===== config.mk =====
export PLATFORM = sky130hd
export DESIGN_NAME = usb_tok_rx
export DESIGN_NICKNAME = d
export VERILOG_FILES = /design/src/rtl/usb_tok_pkg.sv /design/src/rtl/usb_tok_cap.sv /design/src/rtl/usb_tok_crc5.sv /design/src/rtl/usb_tok_rx.sv
export SDC_FILE = /design/constraint.sdc
export NUM_CORES = 1
export LEC_CHECK = 0
export ABC_AREA = 1
export ABC_CLOCK_PERIOD_IN_PS = 2150
export BUFFER_PORTS_ARGS = -buffer_cell sky130_fd_sc_hd__buf_2
export CAP_MARGIN = 5
export CORE_ASPECT_RATIO = 0.5
export CORE_MARGIN = 4
export CORE_UTILIZATION = 55
export CTS_CLUSTER_DIAMETER = 30
export DETAILED_ROUTE_END_ITERATION = 8
export GPL_TIMING_DRIVEN = 0
export MAX_ROUTING_LAYER = met4
export PLACE_DENSITY = 0.86
export SYNTH_ARGS = -nofsm -noshare
export SYNTH_HDL_FRONTEND = slang
export SYNTH_HIERARCHICAL = 1
export SYNTH_SLANG_ARGS = --single-unit

===== constraint.sdc =====
create_clock -name clk -period 2.15 [get_ports clk]
set_input_delay 0.3225 -clock clk [delete_from_list [all_inputs] [get_ports clk]]
set_output_delay 0.3225 -clock clk [all_outputs]
set_load 0.05 [all_outputs]

===== src/rtl/usb_tok_pkg.sv =====
package usb_tok_pkg;

    localparam int SYNC_BITS  = 8;
    localparam int PID_BITS   = 8;
    localparam int ADDR_BITS  = 7;
    localparam int ENDP_BITS  = 4;
    localparam int FIELD_BITS = ADDR_BITS + ENDP_BITS;
    localparam int CRC_BITS   = 5;
    localparam int PID_END    = SYNC_BITS + PID_BITS;
    localparam int FIELD_END  = PID_END + FIELD_BITS;
    localparam int TOK_END    = FIELD_END + CRC_BITS;

    localparam logic [SYNC_BITS-1:0] SYNC_PAT   = 8'h80;
    localparam logic [CRC_BITS-1:0]  CRC5_POLY  = 5'b00101;
    localparam logic [CRC_BITS-1:0]  CRC5_INIT  = 5'b11111;
    localparam logic [CRC_BITS-1:0]  CRC5_RESID = 5'b01100;

    typedef enum logic [3:0] {
        PT_OUT   = 4'h1,
        PT_IN    = 4'h9,
        PT_SOF   = 4'h5,
        PT_SETUP = 4'hD,
        PT_DATA0 = 4'h3,
        PT_DATA1 = 4'hB,
        PT_ACK   = 4'h2,
        PT_NAK   = 4'hA,
        PT_STALL = 4'hE
    } pkt_type_e;

    typedef struct packed {
        logic sync_bad;
        logic len_bad;
        logic pid_bad;
        logic crc_bad;
    } rx_err_t;

    typedef struct packed {
        logic [ENDP_BITS-1:0] endp;
        logic [ADDR_BITS-1:0] addr;
    } tok_fld_t;

    function automatic logic [CRC_BITS-1:0] crc5_step(logic [CRC_BITS-1:0] c, logic d);
        logic fb;
        fb = d ^ c[CRC_BITS-1];
        return {c[CRC_BITS-2:0], 1'b0} ^ (fb ? CRC5_POLY : '0);
    endfunction

    function automatic logic is_token(logic [3:0] t);
        return t[1:0] == 2'b01;
    endfunction

endpackage


===== src/rtl/usb_tok_cap.sv =====
module usb_tok_cap
    import usb_tok_pkg::*;
#(
    parameter int CNT_W = 6
) (
    input  logic                  clk,
    input  logic                  rst,
    input  logic                  start,
    input  logic                  take,
    input  logic                  din,
    output logic [CNT_W-1:0]      cnt,
    output logic                  sync_bad,
    output logic [PID_BITS-1:0]   pid_byte,
    output logic [FIELD_BITS-1:0] field
);
    localparam logic [CNT_W-1:0] CNT_MAX  = '1;
    localparam logic [CNT_W-1:0] IDX_SYNC = CNT_W'(SYNC_BITS);
    localparam logic [CNT_W-1:0] IDX_PID  = CNT_W'(SYNC_BITS);
    localparam logic [CNT_W-1:0] IDX_FLD  = CNT_W'(PID_END);

    always_ff @(posedge clk) begin
        if (rst || start) begin
            cnt      <= '0;
            sync_bad <= 1'b0;
        end else if (take) begin
            if (cnt != CNT_MAX)
                cnt <= cnt + 1'b1;
            if (cnt < IDX_SYNC && din != SYNC_PAT[cnt[2:0]])
                sync_bad <= 1'b1;
        end
    end

    for (genvar g = 0; g < PID_BITS; g++) begin : g_pid
        always_ff @(posedge clk) begin
            if (rst)
                pid_byte[g] <= 1'b0;
            else if (take && cnt == IDX_PID + CNT_W'(g))
                pid_byte[g] <= din;
        end
    end

    for (genvar g = 0; g < FIELD_BITS; g++) begin : g_fld
        always_ff @(posedge clk) begin
            if (rst)
                field[g] <= 1'b0;
            else if (take && cnt == IDX_FLD + CNT_W'(g))
                field[g] <= din;
        end
    end

endmodule


===== src/rtl/usb_tok_crc5.sv =====
module usb_tok_crc5
    import usb_tok_pkg::*;
(
    input  logic                clk,
    input  logic                rst,
    input  logic                init,
    input  logic                en,
    input  logic                din,
    output logic [CRC_BITS-1:0] crc
);
    always_ff @(posedge clk) begin
        if (rst || init)
            crc <= CRC5_INIT;
        else if (en)
            crc <= crc5_step(crc, din);
    end
endmodule


===== src/rtl/usb_tok_rx.sv =====
module usb_tok_rx
    import usb_tok_pkg::*;
#(
    parameter int CNT_W = 6
) (
    input  logic        clk,
    input  logic        rst,
    input  logic        bit_en,
    input  logic        bit_in,
    input  logic        sop,
    input  logic        eop,
    input  logic [6:0]  dev_addr,
    output logic        pkt_valid,
    output logic [3:0]  pid_type,
    output logic [6:0]  tok_addr,
    output logic [3:0]  tok_endp,
    output logic [10:0] frame_num,
    output logic        addr_match,
    output logic        err_sync,
    output logic        err_pid,
    output logic        err_crc,
    output logic        err_len
);
    localparam logic [CNT_W-1:0] N_PID = CNT_W'(PID_END);
    localparam logic [CNT_W-1:0] N_TOK = CNT_W'(TOK_END);

    logic                  in_pkt;
    logic                  take;
    logic [CNT_W-1:0]      cnt;
    logic                  sync_bad;
    logic [PID_BITS-1:0]   pid_byte;
    logic [FIELD_BITS-1:0] field;
    logic [CRC_BITS-1:0]   crc;
    logic                  done;
    logic                  have_pid, pid_ok, tok, sof;
    rx_err_t               err;
    tok_fld_t              fld;

    always_ff @(posedge clk) begin
        if (rst)      in_pkt <= 1'b0;
        else if (sop) in_pkt <= 1'b1;
        else if (eop) in_pkt <= 1'b0;
    end

    assign take = bit_en && in_pkt && !sop && !eop;
    assign done = eop && in_pkt && !sop;

    usb_tok_cap #(.CNT_W(CNT_W)) u_cap (
        .clk      (clk),
        .rst      (rst),
        .start    (sop),
        .take     (take),
        .din      (bit_in),
        .cnt      (cnt),
        .sync_bad (sync_bad),
        .pid_byte (pid_byte),
        .field    (field)
    );

    usb_tok_crc5 u_crc (
        .clk  (clk),
        .rst  (rst),
        .init (sop),
        .en   (take && cnt >= N_PID && cnt < N_TOK),
        .din  (bit_in),
        .crc  (crc)
    );

    always_comb begin
        fld          = tok_fld_t'(field);
        have_pid     = cnt >= N_PID;
        pid_ok       = pid_byte[7:4] == ~pid_byte[3:0];
        tok          = have_pid && pid_ok && is_token(pid_byte[3:0]);
        sof          = tok && pid_byte[3:0] == PT_SOF;
        err.sync_bad = sync_bad;
        err.len_bad  = !have_pid || (tok && cnt != N_TOK);
        err.pid_bad  = have_pid && !pid_ok;
        err.crc_bad  = tok && cnt == N_TOK && crc != CRC5_RESID;
    end

    always_ff @(posedge clk) begin
        if (rst) begin
            pkt_valid  <= 1'b0;
            addr_match <= 1'b0;
            err_sync   <= 1'b0;
            err_pid    <= 1'b0;
            err_crc    <= 1'b0;
            err_len    <= 1'b0;
            pid_type   <= '0;
            tok_addr   <= '0;
            tok_endp   <= '0;
            frame_num  <= '0;
        end else begin
            pkt_valid  <= done && err == '0;
            addr_match <= done && err == '0 && tok && !sof && fld.addr == dev_addr;
            err_sync   <= done && err.sync_bad;
            err_pid    <= done && err.pid_bad;
            err_crc    <= done && err.crc_bad;
            err_len    <= done && err.len_bad;
            if (done && err == '0) begin
                pid_type <= pid_byte[3:0];
                if (sof) begin
                    frame_num <= field;
                end else if (tok) begin
                    tok_addr <= fld.addr;
                    tok_endp <= fld.endp;
                end
            end
        end
    end

endmodule


==> results of run 1 <==
[registers in the layout, indices dropped and copies added, names as in the netlist, 4 cells and up, named ones only]
register        cells
frame_num          11
pid_type            4
tok_addr            7
tok_endp            4
u_cap/cnt           6
u_cap/field        11
u_cap/pid_byte      8
u_crc/crc           5
[worst max-delay path by stage]
stage,start,end,slack [ns],cells past startpoint
after floorplan,u_cap/cnt[5]$_SDFFE_PP0N_,frame_num[4]$_SDFFE_PP0P_,0.59,10
after global placement,u_cap/cnt[5]$_SDFFE_PP0N_,frame_num[5]$_SDFFE_PP0P_,0.24,10
after detailed placement,u_cap/cnt[5]$_SDFFE_PP0N_,tok_endp[2]$_SDFFE_PP0P_,0.21,10
after CTS,u_cap/cnt[5]$_SDFFE_PP0N_,frame_num[2]$_SDFFE_PP0P_,0.13,10
after global routing,u_cap/cnt[4]$_SDFFE_PP0N_,frame_num[2]$_SDFFE_PP0P_,0.005,11
final,u_cap/cnt[4]$_SDFFE_PP0N_,frame_num[2]$_SDFFE_PP0P_,0.24,11
[placed cells by master, fill, tap and decap left out, types with 2 or more instances in the layout]
master	n
xor2_1	4
nor4_1	2
nand3_1	34
o22ai_1	2
nand2_1	121
ha_1	4
o21ai_1	3
inv_2	9
o21ai_2	2
clkinv_4	3
a21oi_1	25
o21ai_0	11
nor2_8	2
clkbuf_16	9
clkbuf_1	4
inv_1	93
nor3_1	6
nor2_1	54
buf_4	2
dfxtp_1	64
buf_2	51
nand3_2	2
clkbuf_8	2
nor2_4	2
nand4_1	28
nor2_2	6
[routing by layer]
layer  global-route usage  vias to the layer above  wire [µm]
met5                    -                        -          0
met4               0.0759                        0        127
met3                0.101                       19        680
met2                0.358                      125       3490
met1                0.257                     1425       3470
li1                     -                     1659          -
[logic make-up (layout without fill, tap and decap cells)]
family	after synthesis	in the layout
DFF	65	65
buffers and inverters	119	179
xor gates and xnor gates	4	4
AOI/OAI and AO/OA	47	47
and+or+nand+nor	258	258
adders and majority gates	4	4
[through the flow]
stage	util	cells
floorplan	-	497
global placement	0.641	614
finish	0.698	630
detailed placement	0.641	614
CTS	0.697	630
global route	0.698	630
[power by group]
part	total, mW	switching (mW)	internal [mW]
combinational	0.0888	0.0607	0.0281
clock	1.50	0.536	0.965
sequential	1.21	0.00194	1.21
total	2.80	0.599	2.20
[final cells by class]
class,instances,area [µm²],area share
Tap cell,73,91.3,0.0232
Buffer,16,85.1,0.0216
Clock inverter,5,63.8,0.0162
Clock buffer,11,253,0.0643
Sequential cell,65,1300,0.331
Multi-Input combinational cell,313,1530,0.389
Inverter,103,387,0.0983
Timing Repair Buffer,44,220,0.0560
[critical path, cell delays in order, from the launching register on]
cell and delay, ns:
dfxtp_1 0.36, inv_1 0.10, nand2_1 0.05, nor3_1 0.22, nand2_1 0.10, nand3_1 0.09, nand2_1 0.06, inv_2 0.13
buf_1 0.35, nand4_1 0.18, nand2_1 0.11, nor2_1 0.04
==> results.json, run 1 <==
{
  "outcome": "finished clean",
  "clk_pin_slew_worst_paths_ns": 0.05,
  "first_iter_violations": 269,
  "synth_cell_types": 31,
  "synthAdderAreaFrac": 0.0152,
  "relSlewSlack": 0.526,
  "synthMuxAreaShare": 0,
  "ys_ff_latch": 65,
  "clockBufferDepth": 2,
  "antenna_found_initial": 0,
  "rr_worst_depth": 11,
  "cts.repair.resized": 0,
  "synth_edf_count": 0,
  "first_global_vias": 3012,
  "overflow": 0,
  "wirelength_mm": 7.77,
  "rows": 19,
  "required_ns": 2.38,
  "synth_warnings": 6,
  "yosysSeqAreaShare": 0.394,
  "htree_levels": 3,
  "setup_slack_ns": 0.239,
  "yosysMostFrequentCell": "nand2_1",
  "drtAntennaViolNets": 0,
  "dieArea_um2": 7380,
  "nNetsFinal": 569,
  "tritoncts": "built",
  "yosys.area_share.simple": 0.355,
  "preCtsSetupSlack_ns": 0.208,
  "clock_sinks": 65,
  "io_buffers": 44,
  "hold_end": "in_pkt$_SDFFE_PP0P_",
  "postLayoutCellArea_um2": 3930,
  "synth-compound-area-share": 0.0823,
  "period_minus_slack_ns": 1.91,
  "drt-wirelength-per-cell_um": 12.3,
  "start_util": 0.586,
  "slew_viol_final": 0,
  "grt_pass1_wl_mm": 13.2,
  "synthFlopType": "dfxtp_1",
  "worstHoldStart": "rst",
  "finalSetupTns_ns": 0,
  "clock_latency_ns": 0.34,
  "syn_avg_cell_area_um2": 6.64,
  "totalPowerFinal_mw": 2.80,
  "final_layout_size_suffix_gt1_frac": 0.176,
  "tightest_slew_ns": 0.706,
  "antenna_cells": 0,
  "r2r-start": "u_cap/cnt[4]$_SDFFE_PP0N_",
  "fp.dieH_um": 62.8,
  "syn_inst": 497,
  "drt_pre_antenna_iters": 5,
  "skew_ns": 0.00511,
  "fin_crit_sh": 0.889,
  "vias": 3228,
  "fmax_mhz": 523,
  "cts_hold_buf": 0,
  "ys_async_sr_fraction": 0,
  "cp-end-kind": "flop",
  "synth.cell_area_um2": 3300,
  "synthXorXnorAreaFrac": 0.0106,
  "dpl_cell_area_um2": 3610,
  "area_delta_synth_final_pct": 19.1,
  "min_path_cells": 2,
  "cap_violations": 0,
  "syn-num-nets": 514,
  "gp_congestion": 0.939,
  "cp_data_arrival_time_ns": 2.15,
  "fillers": 497,
  "path_class": "reg -> reg",
  "synth.area.top_cells": "dfxtp_1, nand2_1, inv_1",
  "numCtsBuffers": 9,
  "finalHoldViolCount": 0,
  "vdd_ir_drop_max_mv": 0.476,
  "avgViaCountPerCell": 5.12,
  "die_w_um": 118,
  "rsz0062_at_grt": "false",
  "synth_top_family_by_area": "simple AND/OR/NAND/NOR gates",
  "core_um2": 5630,
  "dp_hpwl_mm": 5.43,
  "clk_root_buffer_cell": "clkbuf_16",
  "grtUsageTotal": 0.226,
  "yosysTopAreaCell": "dfxtp_1",
  "synth_top_area_share": 0.394,
  "power.density_nw_per_um2": 712,
  "min_path_type": "in -> reg",
  "r2r_slack_ns": 0.24,
  "grt_max_degree": 13,
  "postCtsSetupBuffers": 0,
  "startpoint_type": "flop",
  "drc": 0,
  "critPathMaxFanout": 10,
  "netlist_top_cells_count": "nand2_1, inv_1, dfxtp_1, nor2_1, nand3_1",
  "leakage_nw": 1.80,
  "io_pins": 45,
  "r2r-end": "frame_num[2]$_SDFFE_PP0P_",
  "worst_hold_slack_ns": 0.277,
  "setup_viol": 0
}
Note: power is estimated with default switching activity, not from simulation.
==> inputs of run 2 (changes only) <==
--- a/config.mk
+++ b/config.mk
@@ -5,19 +5,16 @@
 export SDC_FILE = /design/constraint.sdc
 export NUM_CORES = 1
 export LEC_CHECK = 0
-export ABC_AREA = 1
 export ABC_CLOCK_PERIOD_IN_PS = 2150
 export BUFFER_PORTS_ARGS = -buffer_cell sky130_fd_sc_hd__buf_2
 export CAP_MARGIN = 5
 export CORE_ASPECT_RATIO = 0.5
 export CORE_MARGIN = 4
 export CORE_UTILIZATION = 55
-export CTS_CLUSTER_DIAMETER = 30
 export DETAILED_ROUTE_END_ITERATION = 8
 export GPL_TIMING_DRIVEN = 0
 export MAX_ROUTING_LAYER = met4
-export PLACE_DENSITY = 0.86
+export PLACE_DENSITY = 0.87
 export SYNTH_ARGS = -nofsm -noshare
 export SYNTH_HDL_FRONTEND = slang
-export SYNTH_HIERARCHICAL = 1
 export SYNTH_SLANG_ARGS = --single-unit
==> results.json, run 2 <==
{
  "outcome": "finished clean",
  "final_cells": 431,
  "fin_crit_sh": 0.980,
  "syn_inst": 300,
  "syn_avg_cell_area_um2": 9.45,
  "numCtsBuffers": 9,
  "vias": 2409,
  "netlist_top_cells_count": "dfxtp_1, nor2_1, mux2i_1, nand3_1, nand2_1",
  "required_ns": 2.37,
  "synth_cell_types": 37,
  "first_global_vias": 2491,
  "placedCellCount": 414,
  "antenna_cells": 0,
  "synthAdderAreaFrac": 0.0177,
  "skew_ns": 0.00846,
  "leakage_nw": 1.48,
  "worst_path_max_delay_cell": "dfxtp_1",
  "tightest_slew_ns": 0.672,
  "fp.dieH_um": 58.8,
  "clk_pin_slew_worst_paths_ns": 0.07,
  "core_um2": 4950,
  "antenna_found_initial": 0,
  "power.density_nw_per_um2": 744,
  "area_delta_synth_final_pct": 21.6,
  "crit_buf_inv": 1,
  "slew_viol_final": 0,
  "period_minus_slack_ns": 2.11,
  "layout.cells.most_common_list": "dfxtp_1, nor2_1, buf_2",
  "worst_hold_slack_ns": 0.235,
  "grt_max_degree": 13,
  "pwr-share-comb": 0.026,
  "ys_ff_latch": 65,
  "relSlewSlack": 0.551,
  "synth_edf_count": 0,
  "setup_slack_ns": 0.0434,
  "clock_latency_ns": 0.35,
  "wirelength_mm": 7.20,
  "synthXorXnorAreaFrac": 0.0494,
  "p_int_mw": 2.03,
  "grtUsageTotal": 0.249,
  "start_util": 0.572,
  "io_pins": 45,
  "clock_sinks": 65,
  "critPathMaxFanout": 10,
  "synth_warnings": 0,
  "cp_data_arrival_time_ns": 2.33,
  "io_buffers": 44,
  "dp_hpwl_mm": 4.73,
  "fmax_mhz": 475,
  "fin_util": 0.696,
  "synth_top_family_by_area": "simple AND/OR/NAND/NOR gates",
  "synth-compound-area-share": 0.0459,
  "cp-end-kind": "flop",
  "drt-wirelength-per-cell_um": 16.7,
  "setup_viol": 0,
  "die_w_um": 110,
  "avgViaCountPerCell": 5.59,
  "synthMuxAreaShare": 0.149,
  "htree_levels": 3,
  "nNetsFinal": 373,
  "synth.area.top_cells": "dfxtp_1, mux2i_1, nor2_1",
  "preCtsSetupSlack_ns": -0.0655,
  "clk_root_buffer_cell": "clkbuf_8",
  "yosysMostFrequentCell": "dfxtp_1",
  "fillers": 369,
  "vdd_ir_drop_max_mv": 0.608,
  "final_layout_size_suffix_gt1_frac": 0.222,
  "startpoint_type": "flop",
  "finalHoldViolCount": 0,
  "dpl_cell_area_um2": 3140,
  "swShare": 0.208,
  "first_iter_violations": 149,
  "min_path_type": "in -> reg",
  "overflow": 0,
  "final_common_cell": "dfxtp_1",
  "grt_pass1_wl_mm": 11.7,
  "dieArea_um2": 6440,
  "reg.largest.list": "frame_num (11), u_cap.field (11), u_cap.pid_byte (8)",
  "drc": 0,
  "cts_hold_buf": 0,
  "synth.cell_area_um2": 2840,
  "crit_family": "simple AND/OR/NAND/NOR gates",
  "cpPeakStageDelay_ns": 0.48,
  "ys_async_sr_fraction": 0,
  "tritoncts": "built",
  "cap_violations": 0,
  "clockBufferDepth": 2,
  "gp_congestion": 0.855,
  "yosysTopAreaCell": "dfxtp_1",
  "yosysSeqAreaShare": 0.459,
  "synth_top_area_share": 0.459,
  "p_sw_uw": 534,
  "drt_pre_antenna_iters": 5,
  "path_class": "reg -> reg",
  "path_cells": "xor2_1 > nand3_2 > nor4_4 > buf_6 > mux2i_1 > nor2_1",
  "p_seq_frac": 0.470,
  "rows": 18,
  "p_clk_frac": 0.504,
  "synthFlopType": "dfxtp_1",
  "drtAntennaViolNets": 0,
  "syn-num-nets": 317,
  "postLayoutCellArea_um2": 3450,
  "yosys.area_share.simple": 0.243
}
-- run 2: worst min-delay path, stage by stage --
cell and delay (ns):
buf_2 0.11, a21oi_1 0.04, nor2_1 0.07
-- run 2: kinds of logic after synthesis --
| family | Yosys count |
|---|---|
| flip-flops | 65 |
| AND/OR/NAND/NOR | 134 |
| adder cells (fa/ha/maj) | 4 |
| AO/OA/AOI/OAI | 18 |
| buffers and inverters | 21 |
| multiplexers | 42 |
| XOR/XNOR | 16 |
-- run 2: through the flow --
stage               total power [mW]  setup TNS [ns]
finish                          2.57               0
global route                    2.62          -0.495
CTS                             2.57          -0.364
detailed placement              1.30          -0.848
global placement                1.30               0
floorplan                       1.27               0
-- run 2: layer usage --
metal,track usage,wire length (µm),vias to the layer above
met2,0.404,3390,117
met5,-,0,-
met1,0.274,2990,1120
met4,0.156,240,0
met3,0.0679,581,31
li1,-,-,1141
-- run 2: final timing paths --
check                                 startpoint                   endpoint  slack, ns  cells after the start
setup / recovery  u_cap.pid_byte[2]$_SDFFE_PP0P_  frame_num[6]$_SDFFE_PP0P_       0.04                      6
hold / removal                               sop        in_pkt$_SDFFE_PP0P_       0.23                      3
setup reg to reg  u_cap.pid_byte[2]$_SDFFE_PP0P_  frame_num[6]$_SDFFE_PP0P_       0.04                      6
hold reg to reg        frame_num[8]$_SDFFE_PP0P_  frame_num[8]$_SDFFE_PP0P_       0.49                      2
-- run 2: layout make-up --
cell class                 instances  area [µm²]  area share
buffer                            15        80.1      0.0232
clock buffer                      10         138      0.0399
clock inverter                     6         114      0.0330
inverter                           6        22.5     0.00653
multi-input combinational        214        1480       0.428
sequential                        65        1300       0.377
tap                               70        87.6      0.0254
timing repair buffer              45         228      0.0661
-- run 2: power by group through the flow --
stage                     clock, mW  sequential [mW]  combinational (mW)
final                          1.29             1.21              0.0670
after CTS                      1.30             1.21              0.0646
after global placement            0             1.23              0.0622
after global routing           1.35             1.21              0.0720
after detailed placement          0             1.23              0.0641
after floorplan                   0             1.24              0.0352
-- run 2: what timing repair did --
item | CTS | global route
resized for setup | 1 | 6
buffers inserted | 0 | 1
endpoints found under the setup margin | 24 | 29
pin swaps | 0 | 4
==> inputs of run 3 (changes only) <==
--- a/config.mk
+++ b/config.mk
@@ -5,6 +5,7 @@
 export SDC_FILE = /design/constraint.sdc
 export NUM_CORES = 1
 export LEC_CHECK = 0
+export ABC_AREA = 1
 export ABC_CLOCK_PERIOD_IN_PS = 2150
 export BUFFER_PORTS_ARGS = -buffer_cell sky130_fd_sc_hd__buf_2
 export CAP_MARGIN = 5
@@ -14,7 +15,7 @@
 export DETAILED_ROUTE_END_ITERATION = 8
 export GPL_TIMING_DRIVEN = 0
 export MAX_ROUTING_LAYER = met4
-export PLACE_DENSITY = 0.87
+export PLACE_DENSITY = 0.86
 export SYNTH_ARGS = -nofsm -noshare
 export SYNTH_HDL_FRONTEND = slang
 export SYNTH_SLANG_ARGS = --single-unit
==> constraint.sdc (replaced) <==
create_clock -name clk -period 2.15 [get_ports clk]
set_input_delay 0.3225 -clock clk [delete_from_list [all_inputs] [get_ports clk]]
set_output_delay 0.3225 -clock clk [all_outputs]
set_load 0.1 [all_outputs]
==> results.json, run 3 <==
{
  "drc": 0,
  "reg.largest.list": "frame_num (11), u_cap.field (11), u_cap.pid_byte (8)",
  "fillers": 425,
  "first_iter_violations": 480,
  "fin_crit_sh": 0.880,
  "clockBufferDepth": 2,
  "synth_top_area_share": 0.420,
  "die_w_um": 114,
  "leakage_nw": 1.72,
  "final_layout_size_suffix_gt1_frac": 0.151,
  "grt_pass1_wl_mm": 12.6,
  "period_minus_slack_ns": 1.89,
  "synth_edf_count": 0,
  "required_ns": 2.38,
  "antenna_cells": 0,
  "vdd_ir_drop_max_mv": 0.636,
  "netlist_top_cells_count": "inv_1, nand2_1, dfxtp_1, nor2_1, nand4_1",
  "critPathMaxFanout": 10,
  "cpPeakStageDelay_ns": 0.40,
  "fp.dieH_um": 61.1,
  "slew_viol_final": 0,
  "dieArea_um2": 6970,
  "ys_ff_latch": 65,
  "tritoncts": "built",
  "fmax_mhz": 529,
  "totalPowerFinal_mw": 2.75,
  "yosysTopAreaCell": "dfxtp_1",
  "drtAntennaViolNets": 0,
  "avgViaCountPerCell": 5.18,
  "cp-end-kind": "flop",
  "clk_root_buffer_cell": "clkbuf_16",
  "worst_path_max_delay_cell": "dfxtp_1",
  "vias": 3008,
  "wirelength_mm": 7.65,
  "yosysMostFrequentCell": "inv_1",
  "rows": 18,
  "clock_sinks": 65,
  "synth.area.top_cells": "dfxtp_1, inv_1, nand2_1",
  "core_um2": 5180,
  "cp_data_arrival_time_ns": 2.12,
  "synthFlopType": "dfxtp_1",
  "ys_async_sr_fraction": 0,
  "skew_ns": 0.00645,
  "start_util": 0.598,
  "antenna_found_initial": 0,
  "synth.cell_area_um2": 3100,
  "io_buffers": 42,
  "rr_worst_depth": 11,
  "drt_pre_antenna_iters": 7,
  "grtUsageTotal": 0.241,
  "area_delta_synth_final_pct": 19.7,
  "syn_avg_cell_area_um2": 6.84,
  "numCtsBuffers": 9,
  "setup_viol": 0,
  "worst_hold_slack_ns": 0.260,
  "path_cells": "inv_1 > ha_1 > nand3_1 > nor2_1 > o21ai_2 > nor2_2 > nor2_4 > buf_2 > nand4_1 > nand2_1 > nor2_1",
  "rsz0062_at_grt": "false",
  "cap_violations": 0,
  "first_global_vias": 2706,
  "clock_latency_ns": 0.34,
  "grt_max_degree": 11,
  "layout.cells.most_common_list": "inv_1, nand2_1, dfxtp_1",
  "nNetsFinal": 524,
  "outcome": "finished clean",
  "crit_top_cell": "nor2_1",
  "startpoint_type": "flop",
  "htree_levels": 3,
  "tightest_slew_ns": 0.588,
  "power.density_nw_per_um2": 742,
  "synth_cell_types": 29,
  "yosysSeqAreaShare": 0.420,
  "path_class": "reg -> reg",
  "min_path_type": "in -> reg",
  "min_path_cells": 3,
  "syn-num-nets": 470,
  "relSlewSlack": 0.606,
  "dp_hpwl_mm": 5.22,
  "overflow": 0,
  "clk_pin_slew_worst_paths_ns": 0.05,
  "syn_inst": 453,
  "gp_congestion": 0.931,
  "finalSetupTns_ns": 0,
  "io_pins": 45,
  "finalHoldViolCount": 0,
  "drt-wirelength-per-cell_um": 13.2,
  "final_common_cell": "inv_1",
  "synth_warnings": 0
}
run 3: layout make-up:
cell class	instances	area [µm²]	share of cell area
repair buffers	43	218	0.0587
clock inverters	3	40.0	0.0108
plain buffers	15	71.3	0.0192
flip-flops and latches	65	1300	0.351
clock buffers	12	256	0.0692
multi-input cells	277	1370	0.370
inverters	96	360	0.0972
well taps	70	87.6	0.0236
run 3: path summary, 6_finish.rpt:
kind	from	slack, ns	end
setup / recovery	u_cap.cnt[1]$_SDFFE_PP0P_	0.26	tok_endp[1]$_SDFFE_PP0P_
hold / removal	sop	0.26	in_pkt$_SDFFE_PP0P_
setup reg to reg	u_cap.cnt[1]$_SDFFE_PP0P_	0.26	tok_endp[1]$_SDFFE_PP0P_
hold reg to reg	pid_type[0]$_SDFFE_PP0P_	0.47	pid_type[0]$_SDFFE_PP0P_
run 3: worst max-delay path, delay by kind of cell (launching register included):
kind,cells,cell delay [ns]
buf+inv,2,0.36
simple gates,7,0.71
flops,1,0.40
compound gates,1,0.09
fa+ha+maj,1,0.23
run 3: logic make-up after synthesis:
family	synth area share
and+or+nand+nor	0.322
DFF	0.420
AOI/OAI and AO/OA	0.0803
adders and majority gates	0.0161
buffers and inverters	0.139
xor gates and xnor gates	0.0226
run 3: routing by layer:
metal  track usage  wire, µm  up-vias
met5             -         0        -
met4        0.0711       120        0
met3         0.101       639       19
met2         0.386      3460      123
met1         0.284      3420     1326
li1              -         -     1540
run 3: power breakdown:
group | switching (mW) | internal (mW)
Clock | 0.502 | 0.948
Combinational | 0.0630 | 0.0266
Sequential | 0.00207 | 1.21
Total | 0.567 | 2.18
run 3: repair_timing:
action                                  in CTS  in global routing
hold buffers                                 0                  0
resized for setup                            0                  3
setup buffers                                0                  1
endpoints found under the setup margin       0                 22
hold endpoints to repair                     0                  0
run 3: metrics by stage:
stage	area (µm²)	cells	worst slack, ns	util
floorplan	3100	453	0.534	-
global placement	3400	565	0.243	0.656
detailed placement	3400	565	0.218	0.656
CTS	3690	580	0.160	0.713
global route	3710	581	0.00806	0.716
finish	3710	581	0.259	0.716
